==> src/rtl/sram_ctrl_pkg.sv <==
package sram_ctrl_pkg;

   typedef enum logic [2:0] {
      ST_IDLE     = 3'd0,
      ST_RD_WAIT  = 3'd1,
      ST_RD_TURN  = 3'd2,
      ST_WR_SETUP = 3'd3,
      ST_WR_PULSE = 3'd4
   } ctrl_state_e;

   typedef struct packed {
      logic cs_n;
      logic oe_n;
      logic we_n;
      logic drive;
   } strobe_t;

   localparam strobe_t STROBE_IDLE = '{cs_n: 1'b1, oe_n: 1'b1, we_n: 1'b1, drive: 1'b0};

   // Memory-side strobe pattern for each controller state
   function automatic strobe_t state_strobes(ctrl_state_e st);
      strobe_t s;
      s = STROBE_IDLE;
      case (st)
         ST_RD_WAIT: begin
            s.cs_n = 1'b0;
            s.oe_n = 1'b0;
         end
         ST_WR_SETUP: begin
            s.cs_n  = 1'b0;
            s.drive = 1'b1;
         end
         ST_WR_PULSE: begin
            s.cs_n  = 1'b0;
            s.we_n  = 1'b0;
            s.drive = 1'b1;
         end
         default: s = STROBE_IDLE;
      endcase
      return s;
   endfunction

endpackage

==> src/rtl/sram_ctrl_timer.sv <==
module sram_ctrl_timer #(
   parameter int CNT_W = 4
) (
   input  logic             clk,
   input  logic             rst_n,
   input  logic             load,
   input  logic [CNT_W-1:0] load_val,
   output logic             last
);

   logic [CNT_W-1:0] cnt_q;

   always_ff @(posedge clk or negedge rst_n) begin
      if (!rst_n) begin
         cnt_q <= '0;
      end else if (load) begin
         cnt_q <= load_val;
      end else if (cnt_q != '0) begin
         cnt_q <= cnt_q - 1'b1;
      end
   end

   assign last = (cnt_q == CNT_W'(1));

endmodule

==> src/rtl/sram_ctrl_seq.sv <==
module sram_ctrl_seq
   import sram_ctrl_pkg::*;
#(
   parameter int T_WP        = 2,
   parameter int T_DS        = 2,
   parameter int T_RD        = 3,
   parameter int T_TURN      = 2,
   parameter int CNT_W       = 3,
   parameter bit REG_STROBES = 1'b1
) (
   input  logic             clk,
   input  logic             rst_n,
   input  logic             req_valid,
   input  logic             req_write,
   input  logic             timer_last,
   output logic             idle,
   output logic             accept,
   output logic             capture,
   output logic             timer_load,
   output logic [CNT_W-1:0] timer_val,
   output strobe_t          strobes
);

   ctrl_state_e state_q, state_d;

   always_comb begin
      state_d = state_q;
      capture = 1'b0;
      case (state_q)
         ST_IDLE: begin
            if (req_valid) state_d = req_write ? ST_WR_SETUP : ST_RD_WAIT;
         end
         ST_RD_WAIT: begin
            if (timer_last) begin
               state_d = ST_RD_TURN;
               capture = 1'b1;
            end
         end
         ST_RD_TURN:  if (timer_last) state_d = ST_IDLE;
         ST_WR_SETUP: if (timer_last) state_d = ST_WR_PULSE;
         ST_WR_PULSE: if (timer_last) state_d = ST_IDLE;
         default:     state_d = ST_IDLE;
      endcase
   end

   always_comb begin
      case (state_d)
         ST_RD_WAIT:  timer_val = CNT_W'(T_RD);
         ST_RD_TURN:  timer_val = CNT_W'(T_TURN);
         ST_WR_SETUP: timer_val = CNT_W'(T_DS);
         ST_WR_PULSE: timer_val = CNT_W'(T_WP);
         default:     timer_val = '0;
      endcase
   end

   assign timer_load = (state_d != state_q);
   assign idle       = (state_q == ST_IDLE);
   assign accept     = idle && req_valid;

   always_ff @(posedge clk or negedge rst_n) begin
      if (!rst_n) state_q <= ST_IDLE;
      else        state_q <= state_d;
   end

   generate
      if (REG_STROBES) begin : g_reg_strobes
         strobe_t strobes_q;
         always_ff @(posedge clk or negedge rst_n) begin
            if (!rst_n) strobes_q <= STROBE_IDLE;
            else        strobes_q <= state_strobes(state_d);
         end
         assign strobes = strobes_q;
      end else begin : g_dec_strobes
         assign strobes = state_strobes(state_q);
      end
   endgenerate

endmodule

==> src/rtl/sram_ctrl_datapath.sv <==
module sram_ctrl_datapath #(
   parameter int ADDR_W = 16,
   parameter int DATA_W = 4
) (
   input  logic              clk,
   input  logic              rst_n,
   input  logic              accept,
   input  logic              capture,
   input  logic [ADDR_W-1:0] req_addr,
   input  logic [DATA_W-1:0] req_wdata,
   input  logic [DATA_W-1:0] mem_dq_in,
   output logic [ADDR_W-1:0] addr_q,
   output logic [DATA_W-1:0] wdata_q,
   output logic [DATA_W-1:0] rd_data,
   output logic              rd_valid
);

   always_ff @(posedge clk or negedge rst_n) begin
      if (!rst_n) begin
         addr_q  <= '0;
         wdata_q <= '0;
      end else if (accept) begin
         addr_q  <= req_addr;
         wdata_q <= req_wdata;
      end
   end

   always_ff @(posedge clk or negedge rst_n) begin
      if (!rst_n) begin
         rd_data  <= '0;
         rd_valid <= 1'b0;
      end else begin
         rd_valid <= capture;
         if (capture) rd_data <= mem_dq_in;
      end
   end

endmodule

==> src/rtl/sram_cycle_ctrl.sv <==
module sram_cycle_ctrl
   import sram_ctrl_pkg::*;
#(
   parameter int ADDR_W      = 16,
   parameter int DATA_W      = 4,
   parameter int T_WP        = 2,
   parameter int T_DS        = 2,
   parameter int T_RD        = 3,
   parameter int T_TURN      = 2,
   parameter bit REG_STROBES = 1'b1
) (
   input  logic              clk,
   input  logic              rst_n,
   input  logic              req_valid,
   output logic              req_ready,
   input  logic              req_write,
   input  logic [ADDR_W-1:0] req_addr,
   input  logic [DATA_W-1:0] req_wdata,
   output logic              rd_valid,
   output logic [DATA_W-1:0] rd_data,
   output logic              mem_cs_n,
   output logic              mem_oe_n,
   output logic              mem_we_n,
   output logic [ADDR_W-1:0] mem_addr,
   output logic [DATA_W-1:0] mem_dq_out,
   input  logic [DATA_W-1:0] mem_dq_in,
   output logic              mem_dq_oe
);

   localparam int MAX_A = (T_WP > T_DS) ? T_WP : T_DS;
   localparam int MAX_B = (T_RD > T_TURN) ? T_RD : T_TURN;
   localparam int MAX_T = (MAX_A > MAX_B) ? MAX_A : MAX_B;
   localparam int CNT_W = $clog2(MAX_T + 1);

   generate
      if (T_WP < 1)   begin : g_bad_wp   $error("T_WP must be at least 1");   end
      if (T_DS < 1)   begin : g_bad_ds   $error("T_DS must be at least 1");   end
      if (T_RD < 1)   begin : g_bad_rd   $error("T_RD must be at least 1");   end
      if (T_TURN < 1) begin : g_bad_turn $error("T_TURN must be at least 1"); end
      if (ADDR_W < 1 || DATA_W < 1) begin : g_bad_w $error("widths must be positive"); end
   endgenerate

   logic             accept;
   logic             capture;
   logic             timer_load;
   logic [CNT_W-1:0] timer_val;
   logic             timer_last;
   strobe_t          strobes;

   sram_ctrl_timer #(.CNT_W(CNT_W)) i_timer (
      .clk      (clk),
      .rst_n    (rst_n),
      .load     (timer_load),
      .load_val (timer_val),
      .last     (timer_last)
   );

   sram_ctrl_seq #(
      .T_WP        (T_WP),
      .T_DS        (T_DS),
      .T_RD        (T_RD),
      .T_TURN      (T_TURN),
      .CNT_W       (CNT_W),
      .REG_STROBES (REG_STROBES)
   ) i_seq (
      .clk        (clk),
      .rst_n      (rst_n),
      .req_valid  (req_valid),
      .req_write  (req_write),
      .timer_last (timer_last),
      .idle       (req_ready),
      .accept     (accept),
      .capture    (capture),
      .timer_load (timer_load),
      .timer_val  (timer_val),
      .strobes    (strobes)
   );

   sram_ctrl_datapath #(.ADDR_W(ADDR_W), .DATA_W(DATA_W)) i_dp (
      .clk       (clk),
      .rst_n     (rst_n),
      .accept    (accept),
      .capture   (capture),
      .req_addr  (req_addr),
      .req_wdata (req_wdata),
      .mem_dq_in (mem_dq_in),
      .addr_q    (mem_addr),
      .wdata_q   (mem_dq_out),
      .rd_data   (rd_data),
      .rd_valid  (rd_valid)
   );

   assign mem_cs_n  = strobes.cs_n;
   assign mem_oe_n  = strobes.oe_n;
   assign mem_we_n  = strobes.we_n;
   assign mem_dq_oe = strobes.drive;

endmodule

==> config.mk <==
export PLATFORM = sky130hd
export DESIGN_NAME = sram_cycle_ctrl
export DESIGN_NICKNAME = d
export VERILOG_FILES = /design/src/rtl/sram_ctrl_pkg.sv /design/src/rtl/sram_ctrl_timer.sv /design/src/rtl/sram_ctrl_seq.sv /design/src/rtl/sram_ctrl_datapath.sv /design/src/rtl/sram_cycle_ctrl.sv
export SDC_FILE = /design/constraint.sdc
export NUM_CORES = 1
export LEC_CHECK = 0
export BUFFER_PORTS_ARGS = -buffer_cell sky130_fd_sc_hd__buf_2
export CAP_MARGIN = 10
export CELL_PAD_IN_SITES_DETAIL_PLACEMENT = 0
export CELL_PAD_IN_SITES_GLOBAL_PLACEMENT = 1
export CORE_ASPECT_RATIO = 2
export CORE_MARGIN = 4
export CORE_UTILIZATION = 36
export CTS_CLUSTER_SIZE = 20
export DETAILED_ROUTE_END_ITERATION = 8
export PLACE_DENSITY = 0.76
export SLEW_MARGIN = 30
export SYNTH_ARGS = -nofsm -noshare
export SYNTH_HDL_FRONTEND = slang
export SYNTH_SLANG_ARGS = --single-unit
==> constraint.sdc <==
create_clock -name clk -period 2.2 [get_ports clk]
set_clock_uncertainty 0.05 [all_clocks]
set_input_delay 0.33 -clock clk [delete_from_list [all_inputs] [get_ports clk]]
set_output_delay 0.33 -clock clk [all_outputs]
set_load 0.02 [all_outputs]
==> results.md, run 1 <==
### Run status
* outcome: finished, final reports clean

### GRT
* GR Util All Layers: 0.132
* sum of overflow across all layers after global routing: 0
* maximum number of pins on one net before global-route repair: 35
* vias in the first global route: 1070
* number of antenna violations at the first check in global routing: 0
* global-route wire length before repair: 4970 microns

### Clock network
* number of sinks driven by the clock tree: 34
* Root Driver: clkbuf_8
* post-CTS repair timing setup buffer count: 0
* CTS max path bufs: 2
* H-Tree Level Count: 2
* insertion delay to the later sink of the worst-skew pair: 0.28 ns
* CTS tree: yes
* clock buffers created by TritonCTS: 5
* post-CTS clock slew at the launch and capture registers of the worst setup and hold paths: 0.07 ns
* count of instances resized after the clock tree is built: 0
* cts hold-fix bufs: 0

### STA
* worst setup margin: 0.317 ns
* headroom to the max-slew limit: 0.511
* slew at the pin with the worst max-slew slack: 0.734 ns
* period utilisation layout: 0.856
* Peak Freq: 531 MHz
* final period demand of the worst path: 1.88 ns
* smallest hold slack: 0.0484 ns
* setup repair after global routing missed its margin: false
* total setup violations reported at the end of the flow: 0
* summed negative setup slack over all endpoints: 0 ns
* Slew Limit Fails: 0
* Final Hold Vio Count: 0

### Setup path
* kind of end point of the critical path: flip-flop
* start of the worst register-to-register path: i_seq.state_q[1]$_DFF_PN0_
* number of stages on the worst setup path: 3
* Crit Path Max Fanout: 20
* critical path required time: 2.32 ns
* internal reg-to-reg setup slack: 0.32 ns
* FF-to-FF path depth: 3
* startpoint type of the worst setup path: flip-flop
* largest delay contributor family on the critical path: simple AND/OR/NAND/NOR gates
* kind of critical path: reg -> reg
* largest stage delay on the critical path: 0.49 ns
* CP Data Arrival Time: 2.00 ns
* Crit-path slowest cell: nor2_4
* destination of the worst register-to-register timing path: i_dp.addr_q[8]$_DFFE_PN0P_
* Bufs and invs on worst path: 0
* crit-path cells: or2_1 -> nor2_4 -> mux2_2

### Die
* number of cell rows: 32
* die width: 52.5 microns
* total I/O pin count: 58
* Total Die Area: 5090 sq um
* overall die height: 97.0 microns
* area of the placeable core: 3840 sq um
* initial standard-cell utilization of the core: 0.371

### Logic synthesis
* netlist area before placement: 1430 sq um
* mean instance size in the synthesized netlist: 13.5 sq um
* share of the synthesized area in the top cell type: 0.544
* Synth Warn #: 0
* sequential share of the synthesized area: 0.599
* post-synthesis cell type count: 23
* flip-flop and latch count after synthesis: 34
* number of nets produced by synthesis: 136
* count of mapped cells out of synthesis: 106
* Yosys top cell by area: dfrtp_1
* leading post-synthesis cells by cell area: dfrtp_1 54%, mux2_2 19%, dfstp_2 5.5%, buf_6 2.4%, a21oi_1 1.8%

### Detailed routing
* antenna-violating nets left: 0
* routed wire length: 3040 microns
* post-DR vias/cell: 4.81
* post-DR wirelength/cell: 14.0 microns
* Detailed Route Iter0 Violations: 9
* count of unresolved DRC violations after routing: 0
* Via Count: 1044
* TritonRoute pass-1 iters: 4

### Cells and area
* most common cell after layout, fill and taps aside: buf_2
* Non-Filler Cell Area, Final: 1850 sq um
* non-filler instance count after layout: 217
* Final nets: 195
* share of layout cells above drive strength 1: 0.572
* area growth from synthesis to layout: 29.5%
* most used cells in the layout excluding fill and tap cells: 57 x buf_2, 31 x dfrtp_1, 24 x mux2_2
* Inserted Diodes: 0

### Power
* Peak supply drop: 0.760 mV
* power per cell area: 1670 nW/um^2
* LEAKAGE: 0.871 nW

### Placement
* sum of net half-perimeters after detailed placement: 2310 microns
* setup slack at placement: 0.312 ns
* number of cells in the design after placement: 209
* final weighted congestion of routability-driven global placement: 0.795
* Buffers on Ports: 57
* cell area after placement: 1730 sq um

### Worst hold path
* Hold/Removal Path Class: in -> async

### Flow run
* # Max-Cap Violations: 0

-- where the power goes --
part / leakage, nW / switching (mW) / internal [mW] / total [mW]
sequential: 0.402 / 0.175 / 0.947 / 1.12
combinational: 0.419 / 0.812 / 0.586 / 1.40
clock: 0.0504 / 0.234 / 0.337 / 0.571
total: 0.871 / 1.22 / 1.87 / 3.09
-- worst reg2reg max path, cell delays in order (launching register included) --
cell	delay, ns
dfrtp_1	0.45
or2_1	0.37
nor2_4	0.49
mux2_2	0.41
-- worst max-delay path by stage --
stage / from / to / slack, ns
6_report: i_seq.state_q[1]$_DFF_PN0_ / i_dp.addr_q[8]$_DFFE_PN0P_ / 0.32
5_1_grt: i_seq.state_q[1]$_DFF_PN0_ / i_dp.addr_q[8]$_DFFE_PN0P_ / 0.23
4_1_cts: i_seq.state_q[1]$_DFF_PN0_ / i_dp.addr_q[8]$_DFFE_PN0P_ / 0.30
3_5_place_dp: i_seq.state_q[1]$_DFF_PN0_ / i_dp.addr_q[8]$_DFFE_PN0P_ / 0.31
3_3_place_gp: i_seq.state_q[1]$_DFF_PN0_ / i_dp.addr_q[13]$_DFFE_PN0P_ / 0.37
2_1_floorplan: i_timer.cnt_q[1]$_DFFE_PN0P_ / i_dp.rd_data[0]$_DFFE_PN0P_ / 0.61
-- area by class of cell --
type	count	area [sq um]
Fill cell	385	2000
Sequential cell	34	855
Multi-Input combinational cell	62	510
Timing Repair Buffer	57	285
Clock buffer	5	68.8
Tap cell	51	63.8
Clock inverter	3	45.0
Inverter	5	18.8
-- registers in the layout, indices dropped and copies added, names as in the netlist --
name / cells
i_timer.cnt_q: 2
i_dp.rd_data: 4
i_dp.wdata_q: 4
i_dp.rd_valid: 1
i_dp.addr_q: 16
i_seq.strobes: 4
i_seq.state_q: 3
-- metal layers --
metal / vias up / wire (microns) / global-route usage / part of all wire
li1: 475 / - / - / -
met1: 519 / 1010 / 0.132 / 0.33
met2: 42 / 1750 / 0.234 / 0.58
met3: 8 / 203 / 0.0447 / 0.067
met4: 0 / 71 / 0.0591 / 0.023
met5: - / 0 / 0 / 0
-- stage by stage --
stage                     utilization  total power [mW]
final                           0.480              3.09
after global routing            0.480              3.31
after CTS                       0.480              3.14
after detailed placement        0.451              2.55
after global placement          0.451              2.51
after floorplan                     -              2.14
-- synthesized netlist by cell type --
master and number:
clkbuf_1 1, o31ai_4 1, ha_1 2, dfrtp_1 31
nand2_1 5, nor2_1 5, o22ai_1 3, mux2_2 24
nand2b_1 3, a31oi_1 2, buf_2 1, nor2_2 1
nor2_4 1, inv_1 5, or2_1 1, a21oi_1 5
dfstp_2 3, xnor2_1 1, nor3b_1 1, buf_6 3
a211oi_1 1, o21ai_0 3, nor2b_1 3
-- cells by family after synthesis --
kind of cell               Yosys count  synth area share
DFF                                 34             0.599
muxes                               24             0.189
and+or+nand+nor                     20            0.0746
AOI/OAI and AO/OA                   15            0.0702
buffers and inverters               10            0.0430
adders and majority gates            2            0.0175
xor gates and xnor gates             1           0.00614
Power figures use the tool's default switching activity.
==> run 2: changes to the inputs <==
--- a/config.mk
+++ b/config.mk
@@ -9,11 +9,12 @@
 export CAP_MARGIN = 10
 export CELL_PAD_IN_SITES_DETAIL_PLACEMENT = 0
 export CELL_PAD_IN_SITES_GLOBAL_PLACEMENT = 1
-export CORE_ASPECT_RATIO = 2
+export CORE_ASPECT_RATIO = 1.4
 export CORE_MARGIN = 4
 export CORE_UTILIZATION = 36
 export CTS_CLUSTER_SIZE = 20
 export DETAILED_ROUTE_END_ITERATION = 8
+export GPL_ROUTABILITY_DRIVEN = 0
 export PLACE_DENSITY = 0.76
 export SLEW_MARGIN = 30
 export SYNTH_ARGS = -nofsm -noshare
==> results.md, run 2 (synthesized netlist as in run 1, its figures left out) <==
### Detailed routing
* Via Count: 999, -4.3%
* post-DR vias/cell: 4.80, -0.17%
* post-DR wirelength/cell: 13.0 microns, -7.4%
* antenna-violating nets left: 0, unchanged
* TritonRoute pass-1 iters: 5, +1
* routed wire length: 2700 microns, -11%
* Detailed Route Iter0 Violations: 47, +38
* count of unresolved DRC violations after routing: 0, unchanged

### Flow run
* # Max-Cap Violations: 0, unchanged

### Clock network
* number of sinks driven by the clock tree: 34, unchanged
* H-Tree Level Count: 2, unchanged
* insertion delay to the later sink of the worst-skew pair: 0.27 ns, about the same
* CTS max path bufs: 2, unchanged
* clock buffers created by TritonCTS: 5, unchanged
* cts hold-fix bufs: 0, unchanged
* CTS tree: yes
* count of instances resized after the clock tree is built: 0, unchanged
* Root Driver: clkbuf_8
* post-CTS clock slew at the launch and capture registers of the worst setup and hold paths: 0.06 ns, about the same
* post-CTS repair timing setup buffer count: 0, unchanged

### STA
* Peak Freq: 530 MHz, -0.27%
* headroom to the max-slew limit: 0.518, +0.00655
* Slew Limit Fails: 0, unchanged
* Final Hold Vio Count: 0, unchanged
* slew at the pin with the worst max-slew slack: 0.724 ns, -0.00982 ns
* final period demand of the worst path: 1.89 ns, +0.00512 ns
* period utilisation layout: 0.858, +0.00233
* smallest hold slack: 0.0552 ns, +0.00681 ns
* total setup violations reported at the end of the flow: 0, unchanged
* summed negative setup slack over all endpoints: 0 ns, unchanged
* setup repair after global routing missed its margin: false
* worst setup margin: 0.312 ns, -0.00512 ns

### Run status
* outcome: finished, final reports clean

### Cells and area
* Final nets: 195, unchanged
* area growth from synthesis to layout: 27.1%
* most used cells in the layout excluding fill and tap cells: 57 x buf_2, 31 x dfrtp_1, 24 x mux2_2
* Non-Filler Cell Area, Final: 1810 sq um, -1.8%
* most common cell after layout, fill and taps aside: buf_2
* register ranked first by flip-flop count: i_dp.addr_q
* Inserted Diodes: 0, unchanged
* share of layout cells above drive strength 1: 0.566, -0.00602
* max FFs per register: 16, unchanged

### Worst hold path
* Hold/Removal Path Class: in -> async

### Die
* Total Die Area: 5050 sq um, -0.92%
* die width: 61.2 microns, +17%
* initial standard-cell utilization of the core: 0.381, +0.0102
* overall die height: 82.5 microns, -15%
* number of cell rows: 26, -19%
* total I/O pin count: 58, unchanged
* area of the placeable core: 3740 sq um, -2.7%

### GRT
* vias in the first global route: 890, -17%
* sum of overflow across all layers after global routing: 0, unchanged
* maximum number of pins on one net before global-route repair: 35, unchanged
* GR Util All Layers: 0.108, -0.0240
* number of antenna violations at the first check in global routing: 0, unchanged
* global-route wire length before repair: 4030 microns, -19%

### Placement
* Buffers on Ports: 57, unchanged
* sum of net half-perimeters after detailed placement: 2040 microns, -12%
* setup slack at placement: 0.306 ns, -0.00600 ns
* cell area after placement: 1720 sq um, -0.65%

### Setup path
* Crit Path Max Fanout: 20, unchanged
* kind of critical path: reg -> reg
* critical path required time: 2.31 ns, about the same
* startpoint type of the worst setup path: flip-flop
* CP Data Arrival Time: 2.00 ns, about the same
* kind of end point of the critical path: flip-flop

### Power
* LEAKAGE: 0.869 nW, -0.25%
* power per cell area: 1620 nW/um^2, -3.0%
* Peak supply drop: 0.817 mV, +7.6%
* Pwr Total: 2.94 mW, -4.7%

## run 2: changes by cell type in the layout (fill, tap and decap cells not counted)
cell	previous run	this run
clkbuf_1	0	1
clkinvlp_4	2	0
bufinv_16	1	0
clkbuf_8	5	6
clkinv_2	0	1
## run 2: final timing paths
check                                             from                           end  slack [ns]  cells past startpoint
max                         i_seq.state_q[1]$_DFF_PN0_   i_dp.wdata_q[0]$_DFFE_PN0P_        0.31                      3
min                                              rst_n    i_dp.addr_q[0]$_DFFE_PN0P_        0.06                      1
max reg2reg                 i_seq.state_q[1]$_DFF_PN0_   i_dp.wdata_q[0]$_DFFE_PN0P_        0.31                      3
min reg2reg                i_dp.rd_data[1]$_DFFE_PN0P_   i_dp.rd_data[1]$_DFFE_PN0P_        0.45                      1
max in group asynchronous                        rst_n  i_timer.cnt_q[1]$_DFFE_PN0P_        1.58                      1
min in group clk                          req_addr[13]   i_dp.addr_q[13]$_DFFE_PN0P_        0.23                      2
## run 2: report_power, final
group	total (mW)	leakage, nW	internal, mW	switching (mW)
Sequential	1.11	0.402	0.947	0.162
Clock	0.454	0.0482	0.252	0.202
Combinational	1.38	0.419	0.586	0.795
## run 2: through the flow
step                       util  cells
after floorplan               -    106
after global placement    0.460    200
after detailed placement  0.460    200
after CTS                 0.485    208
after global routing      0.485    208
final                     0.485    208
## run 2: critical path, cell delays in order, from the launching register on
cell	delay, ns
dfrtp_1	0.45
or2_1	0.38
nor2_4	0.49
mux2_2	0.40
## run 2: area by class of cell
cell class | instances | area, sq um
timing repair buffer | 57 | 285
fill | 340 | 1930
tap | 42 | 52.6
inverter | 5 | 18.8
multi-input combinational | 62 | 510
sequential | 34 | 855
clock buffer | 7 | 86.3
clock inverter | 1 | 5.00
## run 2: routing by layer
metal,global-route usage,up-vias,routed length [microns]
met2,0.182,49,1270
met5,0,-,0
met3,0.0420,0,358
met4,0.0390,0,0
li1,-,479,-
met1,0.122,471,1070
==> run 3: changes to the inputs <==
--- a/config.mk
+++ b/config.mk
@@ -8,14 +8,14 @@
 export BUFFER_PORTS_ARGS = -buffer_cell sky130_fd_sc_hd__buf_2
 export CAP_MARGIN = 10
 export CELL_PAD_IN_SITES_DETAIL_PLACEMENT = 0
-export CELL_PAD_IN_SITES_GLOBAL_PLACEMENT = 1
+export CELL_PAD_IN_SITES_GLOBAL_PLACEMENT = 2
 export CORE_ASPECT_RATIO = 1.4
 export CORE_MARGIN = 4
-export CORE_UTILIZATION = 36
+export CORE_UTILIZATION = 30
 export CTS_CLUSTER_SIZE = 20
 export DETAILED_ROUTE_END_ITERATION = 8
 export GPL_ROUTABILITY_DRIVEN = 0
-export PLACE_DENSITY = 0.76
+export PLACE_DENSITY = 0.77
 export SLEW_MARGIN = 30
 export SYNTH_ARGS = -nofsm -noshare
 export SYNTH_HDL_FRONTEND = slang
==> results.md, run 3 (synthesized netlist as in run 1, its figures left out) <==
### Run status
* outcome: finished, final reports clean

### Cells and area
* final core utilization: 0.399, -0.0853
* Inserted Diodes: 0, unchanged
* Final nets: 195, unchanged
* share of layout cells above drive strength 1: 0.570, +0.00343
* most common cell after layout, fill and taps aside: buf_2
* max FFs per register: 16, unchanged
* Fillers: 467, +37%
* most used cells in the layout excluding fill and tap cells: 57 x buf_2, 31 x dfrtp_1, 24 x mux2_2
* non-filler instance count after layout: 227, +9.1%
* area growth from synthesis to layout: 28.0%
* sequential cell area in the final layout: 855 sq um, unchanged
* register ranked first by flip-flop count: i_dp.addr_q
* combined area of the multi-input logic cells: 510 sq um, unchanged

### Flow run
* # Max-Cap Violations: 0, unchanged

### Detailed routing
* count of unresolved DRC violations after routing: 0, unchanged
* Via Count: 1029, +3.0%
* post-DR wirelength/cell: 12.6 microns, -2.9%
* post-DR vias/cell: 4.53, -5.6%
* routed wire length: 2860 microns, +5.9%
* TritonRoute pass-1 iters: 4, -1
* antenna-violating nets left: 0, unchanged
* Detailed Route Iter0 Violations: 27, -43%

### Clock network
* Root Driver: clkbuf_8
* clock buffers created by TritonCTS: 5, unchanged
* CTS max path bufs: 2, unchanged
* number of sinks driven by the clock tree: 34, unchanged
* post-CTS repair timing setup buffer count: 0, unchanged
* cts hold-fix bufs: 0, unchanged
* post-CTS clock slew at the launch and capture registers of the worst setup and hold paths: 0.06 ns, about the same
* CTS tree: yes
* insertion delay to the later sink of the worst-skew pair: 0.27 ns, about the same
* H-Tree Level Count: 2, unchanged
* count of instances resized after the clock tree is built: 0, unchanged

### Die
* die width: 66.3 microns, +8.3%
* area of the placeable core: 4570 sq um, +22%
* overall die height: 89.6 microns, +8.6%
* total I/O pin count: 58, unchanged
* number of cell rows: 29, +12%
* Total Die Area: 5940 sq um, +18%
* initial standard-cell utilization of the core: 0.312, -0.0693

### Setup path
* CP Data Arrival Time: 2.05 ns, +0.05 ns
* internal reg-to-reg setup slack: 0.26 ns, -0.06 ns
* kind of end point of the critical path: flip-flop
* start of the worst register-to-register path: i_seq.state_q[1]$_DFF_PN0_
* FF-to-FF path depth: 3, unchanged
* Crit Path Max Fanout: 20, unchanged
* destination of the worst register-to-register timing path: i_dp.addr_q[14]$_DFFE_PN0P_
* kind of critical path: reg -> reg
* critical path required time: 2.31 ns, about the same
* startpoint type of the worst setup path: flip-flop

### GRT
* met2 track demand over resource in global routing: 0.182, +0.000272
* sum of overflow across all layers after global routing: 0, unchanged
* peak-usage layer in the global routing report: met2
* GR Util met1: 0.113, -0.00893
* GR Util All Layers: 0.103, -0.00535
* number of antenna violations at the first check in global routing: 0, unchanged
* met3 Usage GRT: 0.0386, -0.00339
* global-route wire length before repair: 4660 microns, +16%
* maximum number of pins on one net before global-route repair: 35, unchanged
* vias in the first global route: 1042, +17%

### STA
* final period demand of the worst path: 1.94 ns, +0.0557 ns
* summed negative setup slack over all endpoints: 0 ns, unchanged
* period utilisation layout: 0.883, +0.0253
* Final Hold Vio Count: 0, unchanged
* Peak Freq: 515 MHz, -2.9%
* headroom to the max-slew limit: 0.510, -0.00736
* smallest hold slack: 0.0643 ns, +0.00906 ns
* total setup violations reported at the end of the flow: 0, unchanged
* slew at the pin with the worst max-slew slack: 0.735 ns, +0.0110 ns
* setup repair after global routing missed its margin: false
* Slew Limit Fails: 0, unchanged

### Placement
* Buffers on Ports: 57, unchanged
* number of cells in the design after placement: 220, +10%
* sum of net half-perimeters after detailed placement: 2220 microns, +8.8%

### Power
* LEAKAGE: 0.864 nW, -0.51%
* Pwr Total: 2.91 mW, -1.0%
* Peak supply drop: 0.490 mV, -40%
* power per cell area: 1600 nW/um^2, -1.7%

### Worst hold path
* Hold/Removal Path Class: in -> async

run 3: changes by cell type in the layout (fill, tap and decap cells not counted), sizes merged:
| cell | before | now |
|---|---|---|
| clkinv | 1 | 2 |
| clkbuf | 7 | 5 |
run 3: where the power goes:
| group | internal (mW) | leakage (nW) | switching, mW | total, mW |
|---|---|---|---|---|
| logic | 0.587 | 0.419 | 0.797 | 1.38 |
| clock network | 0.212 | 0.0438 | 0.203 | 0.415 |
| registers | 0.947 | 0.402 | 0.168 | 1.12 |
| total | 1.75 | 0.864 | 1.17 | 2.91 |
run 3: worst max path at each step:
stage / startpoint / endpoint / cells after the start
finish: i_seq.state_q[1]$_DFF_PN0_ / i_dp.addr_q[14]$_DFFE_PN0P_ / 3
global route: i_seq.state_q[1]$_DFF_PN0_ / i_dp.addr_q[11]$_DFFE_PN0P_ / 3
CTS: i_seq.state_q[1]$_DFF_PN0_ / i_dp.addr_q[4]$_DFFE_PN0P_ / 3
detailed placement: i_seq.state_q[1]$_DFF_PN0_ / i_dp.addr_q[4]$_DFFE_PN0P_ / 3
global placement: i_seq.state_q[1]$_DFF_PN0_ / i_dp.wdata_q[3]$_DFFE_PN0P_ / 3
floorplan: i_timer.cnt_q[1]$_DFFE_PN0P_ / i_dp.rd_data[0]$_DFFE_PN0P_ / 6
run 3: critical path, cell delays in order, from the launching register on:
cell	delay (ns)
dfrtp_1	0.47
or2_1	0.39
nor2_4	0.51
mux2_2	0.40
run 3: cell type report:
type                            count  share of cell area
Clock inverter                      2             0.00548
Inverter                            5              0.0103
Multi-Input combinational cell     62               0.280
Timing Repair Buffer               57               0.156
Clock buffer                        5              0.0377
Sequential cell                    34               0.468
Tap cell                           62              0.0425
run 3: routing by layer:
layer | routed length (microns) | part of all wire | up-vias
met4 | 38 | 0.013 | 0
met1 | 1130 | 0.39 | 498
met3 | 269 | 0.094 | 6
met2 | 1420 | 0.50 | 45
met5 | 0 | 0 | -
li1 | - | - | 480
run 3: stage by stage:
step / setup WS [ns] / area, sq um
5_1_grt: 0.143 / 1830
6_report: 0.256 / 1830
3_5_place_dp: 0.247 / 1750
4_1_cts: 0.241 / 1830
3_3_place_gp: 0.343 / 1750
2_1_floorplan: 0.615 / 1430
